### src/rtl/cal_clock_pkg.sv
package cal_clock_pkg;

  localparam int unsigned REG_SEC  = 0;
  localparam int unsigned REG_MIN  = 2;
  localparam int unsigned REG_HOUR = 4;
  localparam int unsigned REG_WDAY = 6;
  localparam int unsigned REG_MDAY = 7;
  localparam int unsigned REG_MON  = 8;
  localparam int unsigned REG_YEAR = 9;
  localparam int unsigned REG_DIV  = 10;
  localparam int unsigned REG_MODE = 11;

  typedef struct packed {
    logic [7:0] sec;
    logic [7:0] min;
    logic [7:0] hour;
    logic [7:0] wday;
    logic [7:0] mday;
    logic [7:0] mon;
    logic [7:0] year;
  } cal_time_t;

  typedef enum logic [1:0] {
    ST_IDLE = 2'd0,
    ST_LEAD = 2'd1,
    ST_RUN  = 2'd2
  } upd_state_t;

  // Stored byte to binary value, BCD when bin is 0.
  function automatic logic [6:0] to_bin(input logic [7:0] v, input logic bin);
    if (bin) return v[6:0];
    return 7'(v[7:4] * 10 + v[3:0]);
  endfunction

  // Binary value (0..99) to stored byte.
  function automatic logic [7:0] from_bin(input logic [6:0] b, input logic bin);
    if (bin) return {1'b0, b};
    return {4'(b / 10), 4'(b % 10)};
  endfunction

  // Hour byte to 0..23.
  function automatic logic [6:0] hour_to_24(input logic [7:0] v, input logic bin,
                                            input logic h24);
    logic [6:0] h;
    logic [6:0] base;
    if (h24) return to_bin(v, bin);
    h    = to_bin({1'b0, v[6:0]}, bin);
    base = (h == 7'd12) ? 7'd0 : h;
    return v[7] ? 7'(base + 7'd12) : base;
  endfunction

  // 0..23 to hour byte.
  function automatic logic [7:0] hour_from_24(input logic [6:0] h, input logic bin,
                                              input logic h24);
    logic       pm;
    logic [6:0] r;
    logic [7:0] enc;
    if (h24) return from_bin(h, bin);
    pm  = (h >= 7'd12);
    r   = pm ? 7'(h - 7'd12) : h;
    if (r == 7'd0) r = 7'd12;
    enc = from_bin(r, bin);
    return {pm, enc[6:0]};
  endfunction

  function automatic logic [6:0] month_len(input logic [6:0] m, input logic [6:0] y);
    case (m)
      7'd4, 7'd6, 7'd9, 7'd11: return 7'd30;
      7'd2:                    return (y[1:0] == 2'b00) ? 7'd29 : 7'd28;
      default:                 return 7'd31;
    endcase
  endfunction

endpackage

### src/rtl/cal_advance.sv
module cal_advance
  import cal_clock_pkg::*;
(
  input  cal_time_t cur_i,
  input  logic      bin_i,
  input  logic      h24_i,
  output cal_time_t nxt_o,
  output logic      day_carry_o
);

  logic [6:0] s, m, h, w, d, mo, y, dim;
  logic       c_s, c_m, c_h, c_d, c_mo;
  logic [6:0] ns, nm, nh, nw, nd, nmo, ny;

  always_comb begin
    s   = to_bin(cur_i.sec, bin_i);
    m   = to_bin(cur_i.min, bin_i);
    h   = hour_to_24(cur_i.hour, bin_i, h24_i);
    w   = to_bin(cur_i.wday, bin_i);
    d   = to_bin(cur_i.mday, bin_i);
    mo  = to_bin(cur_i.mon, bin_i);
    y   = to_bin(cur_i.year, bin_i);
    dim = month_len(mo, y);

    c_s  = (s >= 7'd59);
    c_m  = c_s && (m >= 7'd59);
    c_h  = c_m && (h >= 7'd23);
    c_d  = c_h && (d >= dim);
    c_mo = c_d && (mo >= 7'd12);

    ns  = c_s  ? 7'd0 : 7'(s + 7'd1);
    nm  = c_m  ? 7'd0 : 7'(m + 7'd1);
    nh  = c_h  ? 7'd0 : 7'(h + 7'd1);
    nw  = (w >= 7'd7) ? 7'd1 : 7'(w + 7'd1);
    nd  = c_d  ? 7'd1 : 7'(d + 7'd1);
    nmo = c_mo ? 7'd1 : 7'(mo + 7'd1);
    ny  = (y >= 7'd99) ? 7'd0 : 7'(y + 7'd1);

    nxt_o      = cur_i;
    nxt_o.sec  = from_bin(ns, bin_i);
    if (c_s) nxt_o.min  = from_bin(nm, bin_i);
    if (c_m) nxt_o.hour = hour_from_24(nh, bin_i, h24_i);
    if (c_h) begin
      nxt_o.mday = from_bin(nd, bin_i);
      if (w != 7'd0) nxt_o.wday = from_bin(nw, bin_i);
    end
    if (c_d)  nxt_o.mon  = from_bin(nmo, bin_i);
    if (c_mo) nxt_o.year = from_bin(ny, bin_i);
    day_carry_o = c_h;
  end

endmodule

### src/rtl/cal_upd_seq.sv
module cal_upd_seq
  import cal_clock_pkg::*;
#(
  parameter int unsigned UPD_CYCLES = 4
)(
  input  logic clk,
  input  logic rst_n,
  input  logic warn_i,
  input  logic tick_i,
  input  logic inhibit_i,
  output logic uip_o,
  output logic upd_start_o,
  output logic upd_active_o,
  output logic upd_commit_o
);

  localparam int unsigned CNT_W = (UPD_CYCLES > 1) ? $clog2(UPD_CYCLES) : 1;
  localparam logic [CNT_W-1:0] CNT_LAST = CNT_W'(UPD_CYCLES - 1);

  upd_state_t       state_q;
  logic [CNT_W-1:0] cnt_q;
  logic             uip_q;

  assign upd_start_o  = (state_q != ST_RUN) && tick_i && !inhibit_i;
  assign upd_active_o = (state_q == ST_RUN);
  assign upd_commit_o = (state_q == ST_RUN) && (cnt_q == '0);
  assign uip_o        = uip_q;

  always_ff @(posedge clk or negedge rst_n) begin
    if (!rst_n) begin
      state_q <= ST_IDLE;
      cnt_q   <= '0;
      uip_q   <= 1'b0;
    end else begin
      case (state_q)
        ST_IDLE: begin
          if (upd_start_o) begin
            state_q <= ST_RUN;
            cnt_q   <= CNT_LAST;
            uip_q   <= 1'b1;
          end else if (warn_i && !inhibit_i) begin
            state_q <= ST_LEAD;
            uip_q   <= 1'b1;
          end
        end
        ST_LEAD: begin
          if (inhibit_i) begin
            state_q <= ST_IDLE;
            uip_q   <= 1'b0;
          end else if (upd_start_o) begin
            state_q <= ST_RUN;
            cnt_q   <= CNT_LAST;
          end
        end
        ST_RUN: begin
          if (cnt_q == '0) begin
            state_q <= ST_IDLE;
            uip_q   <= 1'b0;
          end else begin
            cnt_q <= cnt_q - 1'b1;
          end
        end
        default: begin
          state_q <= ST_IDLE;
          uip_q   <= 1'b0;
        end
      endcase
    end
  end

  // the flag only rises in answer to a strobe
  p_flag_rise_cause_r2: assert property (@(posedge clk) disable iff (!rst_n)
    $rose(uip_q) |-> $past(warn_i || tick_i));

  // a stopped, idle clock never raises the flag
  p_stopped_idle_quiet_r10: assert property (@(posedge clk) disable iff (!rst_n)
    (state_q == ST_IDLE && inhibit_i) |=> !uip_q);

  // the run counter stays inside its window
  p_count_window_r3: assert property (@(posedge clk) disable iff (!rst_n)
    upd_active_o |-> (cnt_q <= CNT_LAST));

endmodule

### src/rtl/cal_clock_ctrl.sv
module cal_clock_ctrl
  import cal_clock_pkg::*;
#(
  parameter int unsigned UPD_CYCLES = 4,
  parameter int unsigned ADDR_W     = 4
)(
  input  logic              clk,
  input  logic              rst_n,
  input  logic              warn_tick,
  input  logic              sec_tick,
  input  logic              wr_en,
  input  logic [ADDR_W-1:0] addr,
  input  logic [7:0]        wr_data,
  output logic [7:0]        rd_data,
  output logic              uip_o
);

  cal_time_t  time_q;
  cal_time_t  time_nxt;
  logic [2:0] div_q;
  logic [3:0] rate_q;
  logic [7:0] mode_q;

  logic inhibit;
  logic upd_start, upd_active, upd_commit;
  logic write_ok;
  logic day_carry;

  // Freeze bit, or divider parked in reset code 6 or 7
  assign inhibit  = mode_q[7] || (div_q[2:1] == 2'b11);
  assign write_ok = wr_en && !upd_active && !upd_start;

  cal_upd_seq #(.UPD_CYCLES(UPD_CYCLES)) u_seq (
    .clk          (clk),
    .rst_n        (rst_n),
    .warn_i       (warn_tick),
    .tick_i       (sec_tick),
    .inhibit_i    (inhibit),
    .uip_o        (uip_o),
    .upd_start_o  (upd_start),
    .upd_active_o (upd_active),
    .upd_commit_o (upd_commit)
  );

  cal_advance u_adv (
    .cur_i       (time_q),
    .bin_i       (mode_q[2]),
    .h24_i       (mode_q[1]),
    .nxt_o       (time_nxt),
    .day_carry_o (day_carry)
  );

  always_ff @(posedge clk or negedge rst_n) begin
    if (!rst_n) begin
      time_q <= '{sec: 8'h00, min: 8'h00, hour: 8'h00, wday: 8'h00,
                  mday: 8'h01, mon: 8'h01, year: 8'h00};
      div_q  <= 3'b010;
      rate_q <= 4'h0;
      mode_q <= 8'h02;
    end else if (upd_commit) begin
      time_q <= time_nxt;
    end else if (write_ok) begin
      case (addr)
        ADDR_W'(REG_SEC):  time_q.sec  <= wr_data;
        ADDR_W'(REG_MIN):  time_q.min  <= wr_data;
        ADDR_W'(REG_HOUR): time_q.hour <= wr_data;
        ADDR_W'(REG_WDAY): time_q.wday <= wr_data;
        ADDR_W'(REG_MDAY): time_q.mday <= wr_data;
        ADDR_W'(REG_MON):  time_q.mon  <= wr_data;
        ADDR_W'(REG_YEAR): time_q.year <= wr_data;
        ADDR_W'(REG_DIV): begin
          div_q  <= wr_data[6:4];
          rate_q <= wr_data[3:0];
        end
        ADDR_W'(REG_MODE): mode_q <= wr_data;
        default: ;
      endcase
    end
  end

  always_comb begin
    case (addr)
      ADDR_W'(REG_SEC):  rd_data = time_q.sec;
      ADDR_W'(REG_MIN):  rd_data = time_q.min;
      ADDR_W'(REG_HOUR): rd_data = time_q.hour;
      ADDR_W'(REG_WDAY): rd_data = time_q.wday;
      ADDR_W'(REG_MDAY): rd_data = time_q.mday;
      ADDR_W'(REG_MON):  rd_data = time_q.mon;
      ADDR_W'(REG_YEAR): rd_data = time_q.year;
      ADDR_W'(REG_DIV):  rd_data = {uip_o, div_q, rate_q};
      ADDR_W'(REG_MODE): rd_data = mode_q;
      default:           rd_data = 8'h00;
    endcase
  end

  // the time is committed only under a raised flag
  p_commit_flagged_r3: assert property (@(posedge clk) disable iff (!rst_n)
    upd_commit |-> uip_o);

  // the flag is gone after the commit edge
  p_commit_clears_flag_r3: assert property (@(posedge clk) disable iff (!rst_n)
    upd_commit |=> !uip_o);

  // no write disturbs the time inside an update
  p_hold_in_update_r12: assert property (@(posedge clk) disable iff (!rst_n)
    (upd_active && !upd_commit) |=> $stable(time_q));

  // a stopped clock never commits
  p_stopped_no_commit_r10: assert property (@(posedge clk) disable iff (!rst_n)
    inhibit |-> !upd_commit);

  // a zero weekday survives a day carry
  p_zero_wday_kept_r9: assert property (@(posedge clk) disable iff (!rst_n)
    (upd_commit && day_carry && time_q.wday == 8'h00) |=> (time_q.wday == 8'h00));

endmodule

### config.mk
export PLATFORM = sky130hd
export DESIGN_NAME = cal_clock_ctrl
export DESIGN_NICKNAME = d
export VERILOG_FILES = /design/src/rtl/cal_clock_pkg.sv /design/src/rtl/cal_advance.sv /design/src/rtl/cal_upd_seq.sv /design/src/rtl/cal_clock_ctrl.sv
export SDC_FILE = /design/constraint.sdc
export NUM_CORES = 1
export LEC_CHECK = 0
export BUFFER_PORTS_ARGS = -buffer_cell sky130_fd_sc_hd__buf_2
export CAP_MARGIN = 20
export CORE_MARGIN = 3
export CORE_UTILIZATION = 53
export DETAILED_ROUTE_END_ITERATION = 10
export PLACE_DENSITY_LB_ADDON = 0.05
export SYNTH_ARGS = -nofsm -noshare
export SYNTH_HDL_FRONTEND = slang
export SYNTH_SLANG_ARGS = --single-unit
### constraint.sdc
create_clock -name clk -period 11.7 [get_ports clk]
set_clock_uncertainty 0.1 [all_clocks]
set_input_delay 2.34 -clock clk [delete_from_list [all_inputs] [get_ports clk]]
set_output_delay 2.34 -clock clk [all_outputs]
set_load 0.005 [all_outputs]
==> After elaboration in Yosys (flattened, before gate mapping) <==
Index checks and enable logic that the tools add are counted.
{ "word_totals": {"regBits": 76, "latch_bits": 0, "ram_bits": 0, "rom_bits": 0, "inputBits": 17, "output_inout_bits": 9, "memories": 0} }
{ "classes": {"add_sub_neg": 18, "multipliers": 8, "n_div": 16, "n_lt_le_gt_ge": 8, "n_eq_ne": 30, "shifts": 0, "n_mux": 96, "bitwise": 1, "n_reduce_logical": 42} }
{ "op_table": {"columns": ["operator", "count"], "rows": [
  ["7-bit by 4-bit divider with 32-bit output (second input constant)", 8],
  ["7-bit by 4-bit remainder unit with 32-bit output (second input constant)", 8],
  ["7-bit two-way mux", 33],
  ["8-bit two-way mux", 28],
  ["56-bit two-way mux", 2],
  ["8-bit one-hot mux with 9 select lines", 1],
  ["7-bit by 4-bit adder with 7-bit output", 8],
  ["7-bit by 1-bit adder with 7-bit output (second input constant)", 7],
  ["4-bit by 3-bit multiplier with 6-bit output (second input constant)", 7],
  ["3-bit AND reduction", 10],
  ["7-bit by 4-bit equality test with 1-bit output (second input constant)", 3],
  ["1-bit two-way mux", 19],
  ["4-bit equality test (second input constant)", 4],
  ["16-bit two-way mux", 1],
  ["2-bit two-way mux", 8],
  ["2-bit nonzero test", 8],
  ["7-bit by 3-bit equality test with 1-bit output (second input constant)", 2],
  ["7-bit by 4-bit greater-or-equal comparator with 1-bit output (second input constant)", 2],
  ["7-bit by 6-bit greater-or-equal comparator with 1-bit output (second input constant)", 2],
  ["2-bit by 1-bit inequality test with 1-bit output (second input constant)", 7],
  ["7-bit one-hot mux with 2 select lines", 1],
  ["4-bit by 3-bit equality test with 1-bit output (second input constant)", 3],
  ["2-bit one-hot mux with 3 select lines", 2],
  ["1-bit logical AND", 10],
  ["other kinds (26)", 35]
]} }

==> Depth between registers and ports, before layout <==
{ "depth": {"word_depth": 23, "mapped_depth": 40} }

==> Hierarchy <==
From an unflattened synthesis, not the netlist that was laid out.
{ "unflattened": {"cells_unflattened": 1576, "area_unflattened_um2": 12366.9} }
{ "modules_own_cells": {"columns": ["module", "n_inst", "cells_each", "area_per_inst_um2", "seq_area_each_um2"], "rows": [
  ["cal_advance", 1, 1166, 8194.1, 0.0],
  ["cal_clock_ctrl", 1, 381, 3896.2, 1781.7],
  ["cal_upd_seq", 1, 29, 276.5, 125.1]
]} }

==> Least setup slack after synthesis <==
Ideal clock, no wire load.
{ "synth_timing": {"path_type": "register to register", "from": "reg time_q[36] (netlist bit)", "to": "reg time_q[34] (netlist bit)", "t_arrival_ps": 8320, "required_time_ps": 11496, "slack_ps": 3177, "path_stages_with_launch": 40, "path_buffers": 3, "period_less_slack_ps": 8523, "cell_sequence": "dfrtp_1 > ha_1 > ha_1 > ha_1 > o211ai_1 > or4b_4 > nand3_2 > o211ai_1 > nand2_1 > ha_1 > nand2b_1 > xnor2_1 > o211a_1 > o31ai_1 > nand3_1 > o21ai_1 > or2_1 > buf_6 > (+4 left out) > buf_6 > inv_1 > ha_1 > and2_2 > o2111ai_2 > a211o_1 > buf_6 > o21bai_4 > xnor2_1 > ha_1 > and2b_2 > mux2_2 > or3_1 > a31o_1 > a221oi_2 > o211ai_2 > mux2_4 > o41ai_2"} }
{ "synth_between": {"elab_chain_len": 23, "word_cells_on_any_way": 35, "classes_between": "add/sub (5); mul (2); div (2); order compare (2); eq/ne (1); mux (21); reduce/logical (2)"} }
{ "synth_lines": {"columns": ["element", "line", "source"], "rows": [
  ["from (decl)", "cal_clock_ctrl.sv:18", "cal_time_t time_q;"],
  ["from (signal assigned)", "cal_clock_ctrl.sv:55", "time_q <= '{sec: 8'h00, min: 8'h00, hour: 8'h00, wday: 8'h00,"],
  ["from (signal assigned)", "cal_clock_ctrl.sv:61", "time_q <= time_nxt;"],
  ["3-bit by 3-bit multiplier with 6-bit output", "cal_clock_pkg.sv:32", "return 7'(v[7:4] * 10 + v[3:0]);"],
  ["7-bit by 4-bit adder with 7-bit output", "cal_clock_pkg.sv:32", null],
  ["7-bit two-way mux", "cal_clock_pkg.sv:32", null],
  ["7-bit two-way mux", "cal_clock_pkg.sv:47", "h = to_bin({1'b0, v[6:0]}, bin);"],
  ["7-bit by 4-bit equality test with 1-bit output", "cal_clock_pkg.sv:48", "base = (h == 7'd12) ? 7'd0 : h;"],
  ["7-bit two-way mux", "cal_clock_pkg.sv:48", null],
  ["7-bit by 4-bit adder with 7-bit output", "cal_clock_pkg.sv:49", "return v[7] ? 7'(base + 7'd12) : base;"],
  ["7-bit two-way mux", "cal_clock_pkg.sv:49", null],
  ["(+7 left out)", null, null],
  ["7-bit two-way mux", "cal_clock_pkg.sv:61", "if (r == 7'd0) r = 7'd12;"],
  ["7-bit two-way mux", "cal_clock_pkg.sv:59", "pm = (h >= 7'd12);"],
  ["7-bit two-way mux", "cal_advance.sv:42", "if (c_m) nxt_o.hour = hour_from_24(nh, bin_i, h24_i);"],
  ["7-bit by 4-bit remainder unit with 32-bit output / 7-bit two-way mux (equally long branches)", "cal_clock_pkg.sv:38, cal_clock_pkg.sv:37", null],
  ["7-bit two-way mux", "cal_clock_pkg.sv:38", "return {4'(b / 10), 4'(b % 10)};"],
  ["8-bit two-way mux (*)", "cal_clock_pkg.sv:59", null],
  ["8-bit two-way mux (*)", "cal_advance.sv:42", null],
  ["56-bit two-way mux (*)", "cal_clock_ctrl.sv:60", "end else if (upd_commit) begin"]
]} }
Every way passes the cells marked *; elsewhere a longest branch is shown, timed or not. The select of a mux whose other input is x is not followed.
A chain may end at the register's enable or synchronous reset.

==> Worst setup path after layout <==
Same ends and word-level chain as after synthesis.

==> flow_summary.yaml <==
sta:
  max_slew_margin_pct: 24.7
  slew_viol_final: 0
  tns_ns: 0
  clock.fmax_mhz: 98.6
  finalSetupViolCount: 0
  fin_crit_ns: 10.14
  setup_ws_ns: 1.56
  whs_ns: 0.398
  rsz0062_at_grt: "false"
  worstMarginPinSlew_ns: 1.13
  period_share_pct: 86.7
  finalHoldViolCount: 0
cts:
  cts_tree: "yes"
  postCtsSetupBuffers: 0
  cts_resized: 0
  htreeDepth: 3
  clockBufferDepth: 2
  clk_pin_slew_worst_paths_ns: 0.06
  clock-sinks: 76
  cts_hold_buf: 0
  cts_inserted_buffers: 9
  root_buffer: "clkbuf_16"
  worstSkewPairLatency_ns: 0.34
drt:
  drcViolationCount: 0
  wl_per_cell_um: 19.4
  final_antenna_net_count: 0
  drtIter0Drc: 807
  routed_wl_mm: 31.4
  num_vias: 10300
  drt-vias-per-instance: 6.39
  dr.pass1.iters: 6
critical_path:
  setup.worst_path.class: "reg -> reg"
  r2r_start: "time_q[36]$_DFFE_PN0P_"
  critPathLaunchType: "register"
  crit_arrival_ns: 10.28
  reg2reg_depth: 36
  cp_max_fo: 11
  reg2reg_to: "time_q[34]$_DFFE_PN0P_"
  cpMostUsedCell: "ha_1"
  crit_required_ns: 11.84
  crit_path_max_incr_delay_ns: 0.70
  critPathSlowestCell: "o31ai_1"
  rrSetupSlack_ns: 1.56
  crit_path_end_kind: "register"
global_routing:
  grt_max_degree: 77
  grt_pass1_vias: 9765
  overflow: 0
  antenna_found_initial: 0
  grtUsageTotal_pct: 28.4
  grt_pass1_wl_mm: 51.3
die:
  die_area_um2: 22300
  io_pins: 26
  initial_utilization_pct: 55.0
  die_w_um: 149
  die_h_um: 149
  core_um2: 19800
  rows: 51
synth:
  ys_dominant_reg_cell: "dfrtp_1"
  avgSynthCellArea_um2: 8.05
  yosys.area.top_type: "dfrtp_1"
  ys_types: 120
  ys_ff_latch: 76
  yosys_warnings: 0
  synth_area_um2: 10900
  syn_nets: 1471
  synth_top_area_share_pct: 16.5
  synth_edf_count: 0
  async_flop_share_pct: 100
  ys_seq_area_share_pct: 17.5
  netlist_instances: 1356
  synthTopCellsByArea: "dfrtp_1, ha_1, xnor2_1"
final_layout:
  synthToLayoutAreaGrowth_pct: 4.62
  fillers: 1950
  final_cell_mix: "nand2_1, nor2_1, a21oi_1, o21ai_0, ha_1"
  num-nets-final: 1461
  drive_above_1_share_pct: 12.2
  post-route-util_pct: 57.5
  n_antenna_cell: 0
  final_common_cell: "nand2_1"
place:
  dpl.hpwl_mm: 23.8
  pre_cts_slack_ns: 1.73
  place.gp.congestion: 0.945
  port_buffers: 25
run_status:
  status: "finished clean"
min_path:
  hold_path_class: "reg -> reg"
  worst_hold_startpoint: "u_seq.cnt_q[0]$_DFFE_PN0P_"
  holdPathEnd: "u_seq.cnt_q[0]$_DFFE_PN0P_"
  whs_path_depth: 1
job:
  maxCapViolCount: 0
-- critical path: cells and delay by family (launching register included) --
| kind | cells | cell delay (ns) |
|---|---|---|
| AOI/OAI and AO/OA | 14 | 4.35 |
| and+or+nand+nor | 8 | 1.85 |
| adders and majority gates | 6 | 1.61 |
| muxes | 2 | 0.62 |
| xor gates and xnor gates | 3 | 0.52 |
| DFF | 1 | 0.51 |
| buffers and inverters | 3 | 0.50 |
-- metal layers --
metal,vias up,GRT usage (%),share of wire [%]
li1,5026,-,-
met1,4914,39.9,46
met2,336,46.1,45
met3,48,4.45,6.5
met4,0,6.73,2.4
met5,-,0,0
-- cell usage after synthesis (all sizes together), types with 9 or more instances --
master    n
nand2   147
nor2    117
o21ai   106
a21oi    97
ha       84
dfrtp    72
xnor2    65
inv      53
clkbuf   43
mux2     40
nand3    36
mux2i    32
nor3     29
and2     26
xor2     24
o211ai   22
a21o     20
a22oi    20
a31oi    20
nand2b   20
buf      14
fa       14
a221oi   13
o31ai    13
and3     12
o21a     12
a311oi   11
or3      11
o221ai    9
o22ai     9
-- stage by stage --
stage	std cells	instance area, um^2
floorplan	1356	10900
global placement	1599	11100
detailed placement	1599	11100
CTS	1615	11400
global route	1616	11400
finish	1616	11400
-- layout make-up --
type | count | area (um^2) | area share (%)
clock inverter | 4 | 95.1 | 0.833
sequential | 76 | 1910 | 16.7
multi-input combinational | 1167 | 8390 | 73.5
inverter | 56 | 215 | 1.89
clock buffer | 12 | 256 | 2.25
tap | 265 | 332 | 2.91
timing repair buffer | 36 | 210 | 1.84
-- sequential cells by signal (all words and copies together) (netlist names) --
register and cells:
div_q 3, mode_q 8, rate_q 4, time_q 56
u_seq.cnt_q 2, u_seq.state_q 2, u_seq.uip_o 1
-- cell families (layout without fill, tap and decap cells) --
family	after synthesis	in the layout	synth area share, %
mux	73	73	7.37
simple gates	459	459	21.0
xor+xnor	91	91	7.56
compound gates	440	440	28.2
buf+inv	113	108	5.57
fa+ha+maj	104	104	12.8
flops	76	76	17.5
-- worst max-delay path by stage --
stage | startpoint | end | slack, ns | depth (start not counted)
after detailed placement | time_q[36]$_DFFE_PN0P_ | time_q[34]$_DFFE_PN0P_ | 1.73 | 36
final | time_q[36]$_DFFE_PN0P_ | time_q[34]$_DFFE_PN0P_ | 1.56 | 36
after floorplan | time_q[36]$_DFFE_PN0P_ | time_q[34]$_DFFE_PN0P_ | 3.18 | 39
after global routing | time_q[36]$_DFFE_PN0P_ | time_q[34]$_DFFE_PN0P_ | 0.83 | 37
after global placement | time_q[36]$_DFFE_PN0P_ | time_q[34]$_DFFE_PN0P_ | 2.01 | 36
after CTS | time_q[36]$_DFFE_PN0P_ | time_q[34]$_DFFE_PN0P_ | 1.66 | 37
Power is not shown: default switching activity piles up to over one toggle a cycle in this logic, so the estimate is an artifact.
